**src/rtl/i2cm_pkg.sv**
```systemverilog
package i2cm_pkg;

  typedef enum logic [1:0] {
    OP_START = 2'd0,
    OP_STOP  = 2'd1,
    OP_WRITE = 2'd2,
    OP_READ  = 2'd3
  } opCode_t;

  // Strobes from control to datapath, at most a few per cycle.
  typedef struct packed {
    logic tmrStart;   // load quarter timer
    logic sclPull;    // pull clock low
    logic sclFree;    // release clock
    logic sdaPull;    // pull data low
    logic sdaFree;    // release data
    logic sdaBit;     // drive data for current bit slot
    logic loadCmd;    // capture command fields
    logic sampleSda;  // sample data and advance bit slot
  } ctlStrobe_t;

endpackage

```
**src/rtl/i2cm_datapath.sv**
```systemverilog
module i2cm_datapath
  import i2cm_pkg::*;
#(
  parameter int DATA_W      = 8,
  parameter int DIV_W       = 16,
  parameter int SYNC_STAGES = 2
) (
  input  logic              clk,
  input  logic              rstN,
  input  ctlStrobe_t        strobe,
  input  logic [1:0]        cmdOp,
  input  logic [DATA_W-1:0] cmdData,
  input  logic              cmdAck,
  input  logic [DIV_W-1:0]  quarterDiv,
  input  logic              sclIn,
  input  logic              sdaIn,
  output logic              sclHigh,
  output logic              qDone,
  output logic              lastBit,
  output logic              sclPullLow,
  output logic              sdaPullLow,
  output logic [DATA_W-1:0] rxData,
  output logic              ackSeen
);

  localparam int CNT_W = $clog2(DATA_W + 2);
  localparam logic [CNT_W-1:0] DATA_SLOTS = CNT_W'(DATA_W);
  localparam logic [CNT_W-1:0] ALL_SLOTS  = CNT_W'(DATA_W + 1);

  // Input synchronizers, reset to the released (high) level.
  logic [SYNC_STAGES-1:0] sclSync, sdaSync;

  generate
    if (SYNC_STAGES > 1) begin : g_chain
      always_ff @(posedge clk or negedge rstN) begin
        if (!rstN) begin
          sclSync <= '1;
          sdaSync <= '1;
        end else begin
          sclSync <= {sclSync[SYNC_STAGES-2:0], sclIn};
          sdaSync <= {sdaSync[SYNC_STAGES-2:0], sdaIn};
        end
      end
    end else begin : g_single
      always_ff @(posedge clk or negedge rstN) begin
        if (!rstN) begin
          sclSync <= '1;
          sdaSync <= '1;
        end else begin
          sclSync <= sclIn;
          sdaSync <= sdaIn;
        end
      end
    end
  endgenerate

  logic sdaLevel;
  assign sclHigh  = sclSync[SYNC_STAGES-1];
  assign sdaLevel = sdaSync[SYNC_STAGES-1];

  // Quarter-bit timer: one period is quarterDiv+1 cycles.
  logic [DIV_W-1:0] tmrCnt;
  logic             tmrRun;

  always_ff @(posedge clk or negedge rstN) begin
    if (!rstN) begin
      tmrCnt <= '0;
      tmrRun <= 1'b0;
    end else if (strobe.tmrStart) begin
      tmrCnt <= quarterDiv;
      tmrRun <= 1'b1;
    end else if (tmrRun) begin
      if (tmrCnt == '0) tmrRun <= 1'b0;
      else              tmrCnt <= tmrCnt - 1'b1;
    end
  end

  assign qDone = tmrRun && (tmrCnt == '0);

  // Byte shifter and slot counter.
  logic [DATA_W-1:0] shiftReg;
  logic [CNT_W-1:0]  bitIdx;
  logic              isRead;
  logic              ackLow;
  logic              dataSlot;

  assign dataSlot = bitIdx < DATA_SLOTS;
  assign lastBit  = bitIdx == ALL_SLOTS;

  always_ff @(posedge clk or negedge rstN) begin
    if (!rstN) begin
      shiftReg <= '0;
      bitIdx   <= '0;
      isRead   <= 1'b0;
      ackLow   <= 1'b0;
      rxData   <= '0;
      ackSeen  <= 1'b0;
    end else begin
      if (strobe.loadCmd) begin
        shiftReg <= cmdData;
        bitIdx   <= '0;
        isRead   <= opCode_t'(cmdOp) == OP_READ;
        ackLow   <= cmdAck;
      end
      if (strobe.sampleSda) begin
        bitIdx <= bitIdx + 1'b1;
        if (dataSlot) begin
          shiftReg <= {shiftReg[DATA_W-2:0], sdaLevel};
        end else if (isRead) begin
          rxData <= shiftReg;
        end else begin
          ackSeen <= sdaLevel;
        end
      end
    end
  end

  // Line pull-low enables.
  always_ff @(posedge clk or negedge rstN) begin
    if (!rstN) begin
      sclPullLow <= 1'b0;
      sdaPullLow <= 1'b0;
    end else begin
      if (strobe.sclPull)      sclPullLow <= 1'b1;
      else if (strobe.sclFree) sclPullLow <= 1'b0;

      if (strobe.sdaPull)      sdaPullLow <= 1'b1;
      else if (strobe.sdaFree) sdaPullLow <= 1'b0;
      else if (strobe.sdaBit) begin
        if (dataSlot) sdaPullLow <= !isRead && !shiftReg[DATA_W-1];
        else          sdaPullLow <= isRead && ackLow;
      end
    end
  end

endmodule

```
**src/rtl/i2cm_control.sv**
```systemverilog
module i2cm_control
  import i2cm_pkg::*;
(
  input  logic       clk,
  input  logic       rstN,
  input  logic       cmdValid,
  input  logic [1:0] cmdOp,
  input  logic       qDone,
  input  logic       sclHigh,
  input  logic       lastBit,
  output ctlStrobe_t strobe,
  output logic       busy,
  output logic       done,
  output logic       inByte
);

  typedef enum logic [3:0] {
    S_IDLE, S_ST_SDA, S_ST_SCL, S_ST_FALL, S_ST_END,
    S_SP_SDA, S_SP_SCL, S_SP_END,
    S_LOAD, S_BIT_SET, S_BIT_HI, S_BIT_HOLD, S_BIT_LO
  } state_t;

  state_t state, nextState;
  logic   waitHi, nextWait, nextDone;

  always_comb begin
    strobe    = '0;
    nextState = state;
    nextWait  = waitHi;
    nextDone  = 1'b0;
    if (waitHi) begin
      // Clock released: time the high phase only once it reads high.
      if (sclHigh) begin
        strobe.tmrStart = 1'b1;
        nextWait        = 1'b0;
      end
    end else begin
      case (state)
        S_IDLE: if (cmdValid) begin
          case (opCode_t'(cmdOp))
            OP_START: begin
              strobe.sdaFree  = 1'b1;
              strobe.tmrStart = 1'b1;
              nextState       = S_ST_SDA;
            end
            OP_STOP: begin
              strobe.sdaPull  = 1'b1;
              strobe.tmrStart = 1'b1;
              nextState       = S_SP_SDA;
            end
            default: begin
              strobe.loadCmd = 1'b1;
              nextState      = S_LOAD;
            end
          endcase
        end
        S_ST_SDA: if (qDone) begin
          strobe.sclFree = 1'b1;
          nextWait       = 1'b1;
          nextState      = S_ST_SCL;
        end
        S_ST_SCL: if (qDone) begin
          strobe.sdaPull  = 1'b1;
          strobe.tmrStart = 1'b1;
          nextState       = S_ST_FALL;
        end
        S_ST_FALL: if (qDone) begin
          strobe.sclPull  = 1'b1;
          strobe.tmrStart = 1'b1;
          nextState       = S_ST_END;
        end
        S_ST_END: if (qDone) begin
          nextDone  = 1'b1;
          nextState = S_IDLE;
        end
        S_SP_SDA: if (qDone) begin
          strobe.sclFree = 1'b1;
          nextWait       = 1'b1;
          nextState      = S_SP_SCL;
        end
        S_SP_SCL: if (qDone) begin
          strobe.sdaFree  = 1'b1;
          strobe.tmrStart = 1'b1;
          nextState       = S_SP_END;
        end
        S_SP_END: if (qDone) begin
          nextDone  = 1'b1;
          nextState = S_IDLE;
        end
        S_LOAD: begin
          strobe.sdaBit   = 1'b1;
          strobe.tmrStart = 1'b1;
          nextState       = S_BIT_SET;
        end
        S_BIT_SET: if (qDone) begin
          strobe.sclFree = 1'b1;
          nextWait       = 1'b1;
          nextState      = S_BIT_HI;
        end
        S_BIT_HI: if (qDone) begin
          strobe.sampleSda = 1'b1;
          strobe.tmrStart  = 1'b1;
          nextState        = S_BIT_HOLD;
        end
        S_BIT_HOLD: if (qDone) begin
          strobe.sclPull  = 1'b1;
          strobe.tmrStart = 1'b1;
          nextState       = S_BIT_LO;
        end
        S_BIT_LO: if (qDone) begin
          if (lastBit) begin
            strobe.sdaFree = 1'b1;
            nextDone       = 1'b1;
            nextState      = S_IDLE;
          end else begin
            strobe.sdaBit   = 1'b1;
            strobe.tmrStart = 1'b1;
            nextState       = S_BIT_SET;
          end
        end
        default: nextState = S_IDLE;
      endcase
    end
  end

  always_ff @(posedge clk or negedge rstN) begin
    if (!rstN) begin
      state  <= S_IDLE;
      waitHi <= 1'b0;
      done   <= 1'b0;
    end else begin
      state  <= nextState;
      waitHi <= nextWait;
      done   <= nextDone;
    end
  end

  assign busy   = state != S_IDLE;
  assign inByte = (state == S_LOAD) || (state == S_BIT_SET) || (state == S_BIT_HI) ||
                  (state == S_BIT_HOLD) || (state == S_BIT_LO);

endmodule

```
**src/rtl/i2cm_engine.sv**
```systemverilog
module i2cm_engine
  import i2cm_pkg::*;
#(
  parameter int DATA_W      = 8,
  parameter int DIV_W       = 16,
  parameter int SYNC_STAGES = 2
) (
  input  logic              clk,
  input  logic              rstN,
  input  logic              cmdValid,
  input  logic [1:0]        cmdOp,
  input  logic [DATA_W-1:0] cmdData,
  input  logic              cmdAck,
  input  logic [DIV_W-1:0]  quarterDiv,
  output logic              busy,
  output logic              done,
  output logic [DATA_W-1:0] rxData,
  output logic              ackSeen,
  input  logic              sclIn,
  input  logic              sdaIn,
  output logic              sclPullLow,
  output logic              sdaPullLow
);

  ctlStrobe_t ctlStrobe;
  logic       qDone, sclHigh, lastBit, ctlInByte;

  i2cm_control u_control (
    .clk      (clk),
    .rstN     (rstN),
    .cmdValid (cmdValid),
    .cmdOp    (cmdOp),
    .qDone    (qDone),
    .sclHigh  (sclHigh),
    .lastBit  (lastBit),
    .strobe   (ctlStrobe),
    .busy     (busy),
    .done     (done),
    .inByte   (ctlInByte)
  );

  i2cm_datapath #(
    .DATA_W      (DATA_W),
    .DIV_W       (DIV_W),
    .SYNC_STAGES (SYNC_STAGES)
  ) u_datapath (
    .clk        (clk),
    .rstN       (rstN),
    .strobe     (ctlStrobe),
    .cmdOp      (cmdOp),
    .cmdData    (cmdData),
    .cmdAck     (cmdAck),
    .quarterDiv (quarterDiv),
    .sclIn      (sclIn),
    .sdaIn      (sdaIn),
    .sclHigh    (sclHigh),
    .qDone      (qDone),
    .lastBit    (lastBit),
    .sclPullLow (sclPullLow),
    .sdaPullLow (sdaPullLow),
    .rxData     (rxData),
    .ackSeen    (ackSeen)
  );

endmodule

```
**config.mk**
```make
export PLATFORM = sky130hd
export DESIGN_NAME = i2cm_engine
export DESIGN_NICKNAME = d
export VERILOG_FILES = /design/src/rtl/i2cm_pkg.sv /design/src/rtl/i2cm_datapath.sv /design/src/rtl/i2cm_control.sv /design/src/rtl/i2cm_engine.sv
export SDC_FILE = /design/constraint.sdc
export NUM_CORES = 1
export LEC_CHECK = 0
export BUFFER_PORTS_ARGS = -buffer_cell sky130_fd_sc_hd__buf_2
export CELL_PAD_IN_SITES_DETAIL_PLACEMENT = 0
export CELL_PAD_IN_SITES_GLOBAL_PLACEMENT = 2
export CORE_ASPECT_RATIO = 1.1
export CORE_MARGIN = 2
export CORE_UTILIZATION = 35
export DETAILED_ROUTE_END_ITERATION = 8
export GPL_TIMING_DRIVEN = 0
export PLACE_DENSITY_LB_ADDON = 0.05
export SYNTH_ARGS = -nofsm -noshare
export SYNTH_HDL_FRONTEND = slang
export SYNTH_HIERARCHICAL = 1
export SYNTH_SLANG_ARGS = --single-unit
```
**constraint.sdc**
```tcl
create_clock -name clk -period 3.8 [get_ports clk]
set_input_delay 0.19 -clock clk [delete_from_list [all_inputs] [get_ports clk]]
set_output_delay 0.19 -clock clk [all_outputs]
set_load 0.01 [all_outputs]
```
# == Yosys cells after proc, flatten, opt, wreduce, memory -nomap -nowiden ==
# Index checks and enable logic that the tools add are counted.
# op_classes
eq_ne,27
add_sub_neg,2
n_shift,0
order_cmp,1
n_div,0
muxes,60
n_mul,0
reduce_logical,22
bitwise_logic,3
# op_table
operator,count
4-bit 2-to-1 mux,14
16-bit 2-to-1 mux,3
4-bit case mux with 12 select lines,1
1-bit 2-to-1 mux,29
4-bit equality test (second input constant),6
8-bit 2-to-1 mux,3
2-bit inequality test (second input constant),11
4-bit by 3-bit equality test with 1-bit output (second input constant),4
16-bit logical NOT,1
16-bit by 1-bit subtractor with 16-bit output (second input constant),1
12-bit AND reduction,1
4-bit by 2-bit equality test with 1-bit output (second input constant),2
4-bit case mux with 2 select lines,1
7-bit 2-to-1 mux,1
2-bit 2-to-1 mux,3
1-bit case mux with 2 select lines,3
3-bit AND reduction,2
2-bit nonzero test,3
2-bit OR reduction,3
3-bit OR reduction,2
1-bit case mux with 5 select lines,1
4-bit by 1-bit adder with 4-bit output (second input constant),1
4-bit by 1-bit equality test with 1-bit output (second input constant),1
4-bit logical NOT,1
other kinds (12),17
# totals
latchBits,0
ram_bits,0
input_bits,32
register_bits,52
memories,0
output_inout_bits,13
word_cells,130
rom_bits,0

# == Logic depth before layout (Yosys ltp) ==
# logic_depth
depth_word,9
ltp_mapped,14
depth_no_buf,12

# == Hierarchy ==
# The synthesis kept the hierarchy.
# modules_own_cells
module,seq_area_each_um2,cells_per_inst,area_per_inst_um2,n_inst
i2cm_datapath,1156.1,213,2274.7,1
i2cm_control,150.1,88,628.1,1

# == Least setup slack after synthesis ==
# No wires, ideal clock.
# synth_timing
path_kind,reg-to-reg
start,register u_datapath.tmrCnt[0]
end,register u_datapath.shiftReg[5]
path_buffers,2
period_less_slack_ps,3043
required_ps,3664
arrival_ps,2907
slack_ps,757
setup_time_ps,136
path_stages_with_launch,13
path_cell_list,dfrtp_1 inv_1 ha_1 nor4b_4 nand4_1 nor2_1 nor2b_1 nand3_1 nor3b_1 clkbuf_1 nor2b_1 clkbuf_1 o21ai_0
# synth_rtl
element,line_no,source
"start, declared",i2cm_datapath.sv:62,logic [DIV_W-1:0] tmrCnt;
"start signal, assigned",i2cm_datapath.sv:70,tmrCnt <= quarterDiv;
"start signal, assigned",i2cm_datapath.sv:74,else tmrCnt <= tmrCnt - 1'b1;
"end signal, assigned",i2cm_datapath.sv:100,shiftReg <= cmdData;
"end signal, assigned",i2cm_datapath.sv:108,"shiftReg <= {shiftReg[DATA_W-2:0], sdaLevel};"
"end, declared",i2cm_datapath.sv:81,logic [DATA_W-1:0] shiftReg;

==> summary.md <==
| Metric | Value |
|---|---|
| Outcome | `finished clean` |
| Core Util, Final | `between 40 and 50%` |
| Via count of the first global-routing pass | `2466` |
| GPL Wtd Cong | `0.751` |
| Number of sinks driven by the clock tree | `52` |
| CTS root buffer | `sky130_fd_sc_hd__clkbuf_8` |
| Post-route non-filler standard cell count | `463` |
| Startpoint Class | `register` |
| Worst setup skew after layout | `between 0.01 and 0.015 ns` |
| Required arrival time at the worst endpoint | `approximately 4 ns` |
| Maxcap violations | `0` |
| Count of vias placed by the detailed router | `2421` |
| Startpoint of the tightest hold check path | `quarterDiv[6]` |
| Worst slew slack as a fraction of its limit | `between 15 and 20%` |
| Worst Max-Slew Pin Slew | `around 1.2 ns` |
| Final WL | `roughly 7000 um` |
| Pin count of the biggest net entering global routing | `53` |
| Endpoints failing setup | `0` |
| H-tree Lvls | `2` |
| DPL Wire Length | `about 5000 um` |
| Area inside the core boundary | `7960 sq um` |
| Worst setup path startpoint | `u_datapath/tmrCnt[0]` |
| Total clock buffers created by CTS | `5` |
| Instance count after placement with tap cells included | `around 450` |
| Global-route wire length before repair | `~12000 um` |
| Clock transition at the registers of the reported paths | `0.10 ns` |
| Source-to-sink clock delay at the later pin of the worst-skew pair | `0.31 ns` |
| Switching power summed over all nets | `roughly 0.0009 W` |
| Number of buffers added on ports | `44` |
| Total overflow reported by the global router | `0` |
| Number of antenna cells inserted | `0` |
| Pre-Repair DR Iteration Count | `4` |
| Post-DR wirelength/cell | `15.1 um` |
| Element type at the critical path end | `register` |
| Post-route DRC | `0` |
| Minimum clock period | `about 3.4 ns` |
| Final Power | `about 0.0021 W` |
| Startpoint-to-endpoint class of the critical path | `reg2reg` |
| Mean post-synth cell area | `~9.7 sq um` |
| Routed via count divided by cell count | `between 5 and 6` |
| Relative contribution of sequential cells to total power | `between 40% and 50%` |
| Total cell area at the placement stage | `3250 sq um` |
| Worst IR drop on VDD | `roughly 260 uV` |
| Part of the power in the clock network | `15.5%` |
| Path class of the lowest-slack min-delay path | `in2reg` |
| Y dimension of the die | `~99 um` |
| Power density over cell area | `between 600 and 700 nW/um^2` |
| Number of placement rows | `34` |
| Final design instance area without fill | `3380 sq um` |
| Summed instance area of the synthesized netlist | `about 2900 sq um` |
| Fraction of final layout cells sized beyond drive strength 1 | `about a quarter` |
| Die Width | `90.7 um` |
| I/O Pins | `45` |
| Number of hold violations in the final report | `0` |
| Effective utilization at floorplan | `a little over a third` |
| Global-route usage over all layers | `between 10% and 20%` |
| Critical path data arrival time | `between 3 and 4 ns` |
| Maximum clock path buffer count | `2` |
| Violation count after the first detailed-routing iteration | `just over 70` |
| Internal power | `about 0.0012 W` |
| Synthesis Warnings | `6` |
| Number of cells produced by synthesis | `300` |
| Die footprint | `approximately 9000 sq um` |
| RSZ-0062 raised after global routing | `false` |
| Synthesized net count | `around 340` |
| Pins Over Slew Limit | `0` |
| Worst-path fanout max | `10` |
| Residual antenna-violating net count after detailed routing | `0` |
| Relative contribution of combinational cells to total power | `42.1%` |
| Initial antenna violation count | `0` |
| Source of the worst register-to-register timing path | `u_datapath/tmrCnt[0]` |
| P&R area growth vs syn | `16.8%` |
| Maximum operating frequency | `around 290 MHz` |
| Final worst-path cycle share | `roughly 89%` |
| Static leakage power | `1.47 nW` |
| Nets | `389` |
| Net switching share of the total power | `between 40% and 50%` |
| TritonCTS clock tree | `yes` |
-- registers in the layout (all words and copies together) (netlist names), 2 cells and up --
signal,cells
u_control/state,4
u_datapath/sclSync,2
u_datapath/rxData,8
u_datapath/tmrCnt,16
u_datapath/shiftReg,8
u_datapath/sdaSync,2
u_datapath/bitIdx,4
-- critical path, cell delays in order (launching register included) --
cell	delay, ns
sky130_fd_sc_hd__dfrtp_1	0.41
sky130_fd_sc_hd__inv_1	0.11
sky130_fd_sc_hd__ha_1	0.30
sky130_fd_sc_hd__nor4b_4	0.38
sky130_fd_sc_hd__nand4_1	0.22
sky130_fd_sc_hd__nor2_2	0.23
sky130_fd_sc_hd__nor2b_1	0.23
sky130_fd_sc_hd__nand3_1	0.15
sky130_fd_sc_hd__nor3b_1	0.25
sky130_fd_sc_hd__clkbuf_2	0.25
sky130_fd_sc_hd__nor2b_2	0.33
sky130_fd_sc_hd__clkbuf_2	0.29
sky130_fd_sc_hd__nand2_1	0.08
sky130_fd_sc_hd__o21ai_0	0.08
-- through the flow --
stage	setup slack (ns)	hold WS (ns)	TNS (ns)
6_report	0.404	0.0860	0
3_3_place_gp	-0.291	0.297	-3.07
2_1_floorplan	0.757	-0.106	0
3_5_place_dp	-0.249	0.303	-2.25
4_1_cts	0.0130	0.0764	0
5_1_grt	0.0119	0.0861	0
-- layout make-up --
cell class / count / area (sq um)
multi-input combinational: 213 / 1450
tap: 108 / 135
fill: 833 / 4570
clock buffer: 5 / 68.8
clock inverter: 3 / 21.3
sequential: 52 / 1310
buffer: 20 / 98.8
inverter: 15 / 56.3
timing repair buffer: 47 / 248
-- power by group through the flow --
stage | combinational [W] | sequential (W) | clock, W
after floorplan | 0.000674 | 0.000869 | 0
after global placement | 0.000895 | 0.000906 | 0
after detailed placement | 0.000896 | 0.000909 | 0
after CTS | 0.000902 | 0.000899 | 0.000346
after global routing | 0.00103 | 0.000929 | 0.000372
final | 0.000894 | 0.000899 | 0.000329
-- routing by layer --
| metal | GRT usage, % | up-vias | share of wire [%] |
|---|---|---|---|
| met5 | 0 | - | 0 |
| met4 | 4.26 | 0 | 0.73 |
| met3 | 2.73 | 4 | 2.3 |
| met2 | 27.8 | 31 | 49 |
| met1 | 22.4 | 1182 | 48 |
| li1 | - | 1204 | - |
-- worst paths after layout --
check                                    endpoint  slack [ns]  depth (start not counted)
hold / removal               u_datapath/tmrCnt[6]        0.09                          3
max in group asynchronous    u_datapath/tmrCnt[2]        2.93                          1
setup reg to reg           u_datapath/shiftReg[1]        0.40                         13
hold reg to reg             u_datapath/sdaSync[1]        0.35                          0
min in group asynchronous      u_control/state[3]        0.12                          1
setup / recovery           u_datapath/shiftReg[1]        0.40                         13
-- timing repair --
action | 4_1_cts | 5_1_grt
resized for setup | 4 | 4
hold buffers | 2 | 0
setup buffers | 0 | 1
hold endpoints to repair | 2 | 0
pin swaps | 0 | 1
setup endpoints to repair | 16 | 34
-- cell usage in the layout, fill, tap and decap left out, types with 6 or more instances in the layout --
cell type and instances:
sky130_fd_sc_hd__clkbuf_1 10, sky130_fd_sc_hd__nand2_1 29, sky130_fd_sc_hd__dfrtp_1 48, sky130_fd_sc_hd__nand3_1 11, sky130_fd_sc_hd__a31oi_1 7, sky130_fd_sc_hd__mux2_2 11, sky130_fd_sc_hd__nor2_1 17, sky130_fd_sc_hd__buf_2 48
sky130_fd_sc_hd__inv_1 15, sky130_fd_sc_hd__o21ai_0 27, sky130_fd_sc_hd__mux2i_1 9, sky130_fd_sc_hd__a21oi_1 6
No activity file was read; power rests on OpenSTA's default activity.
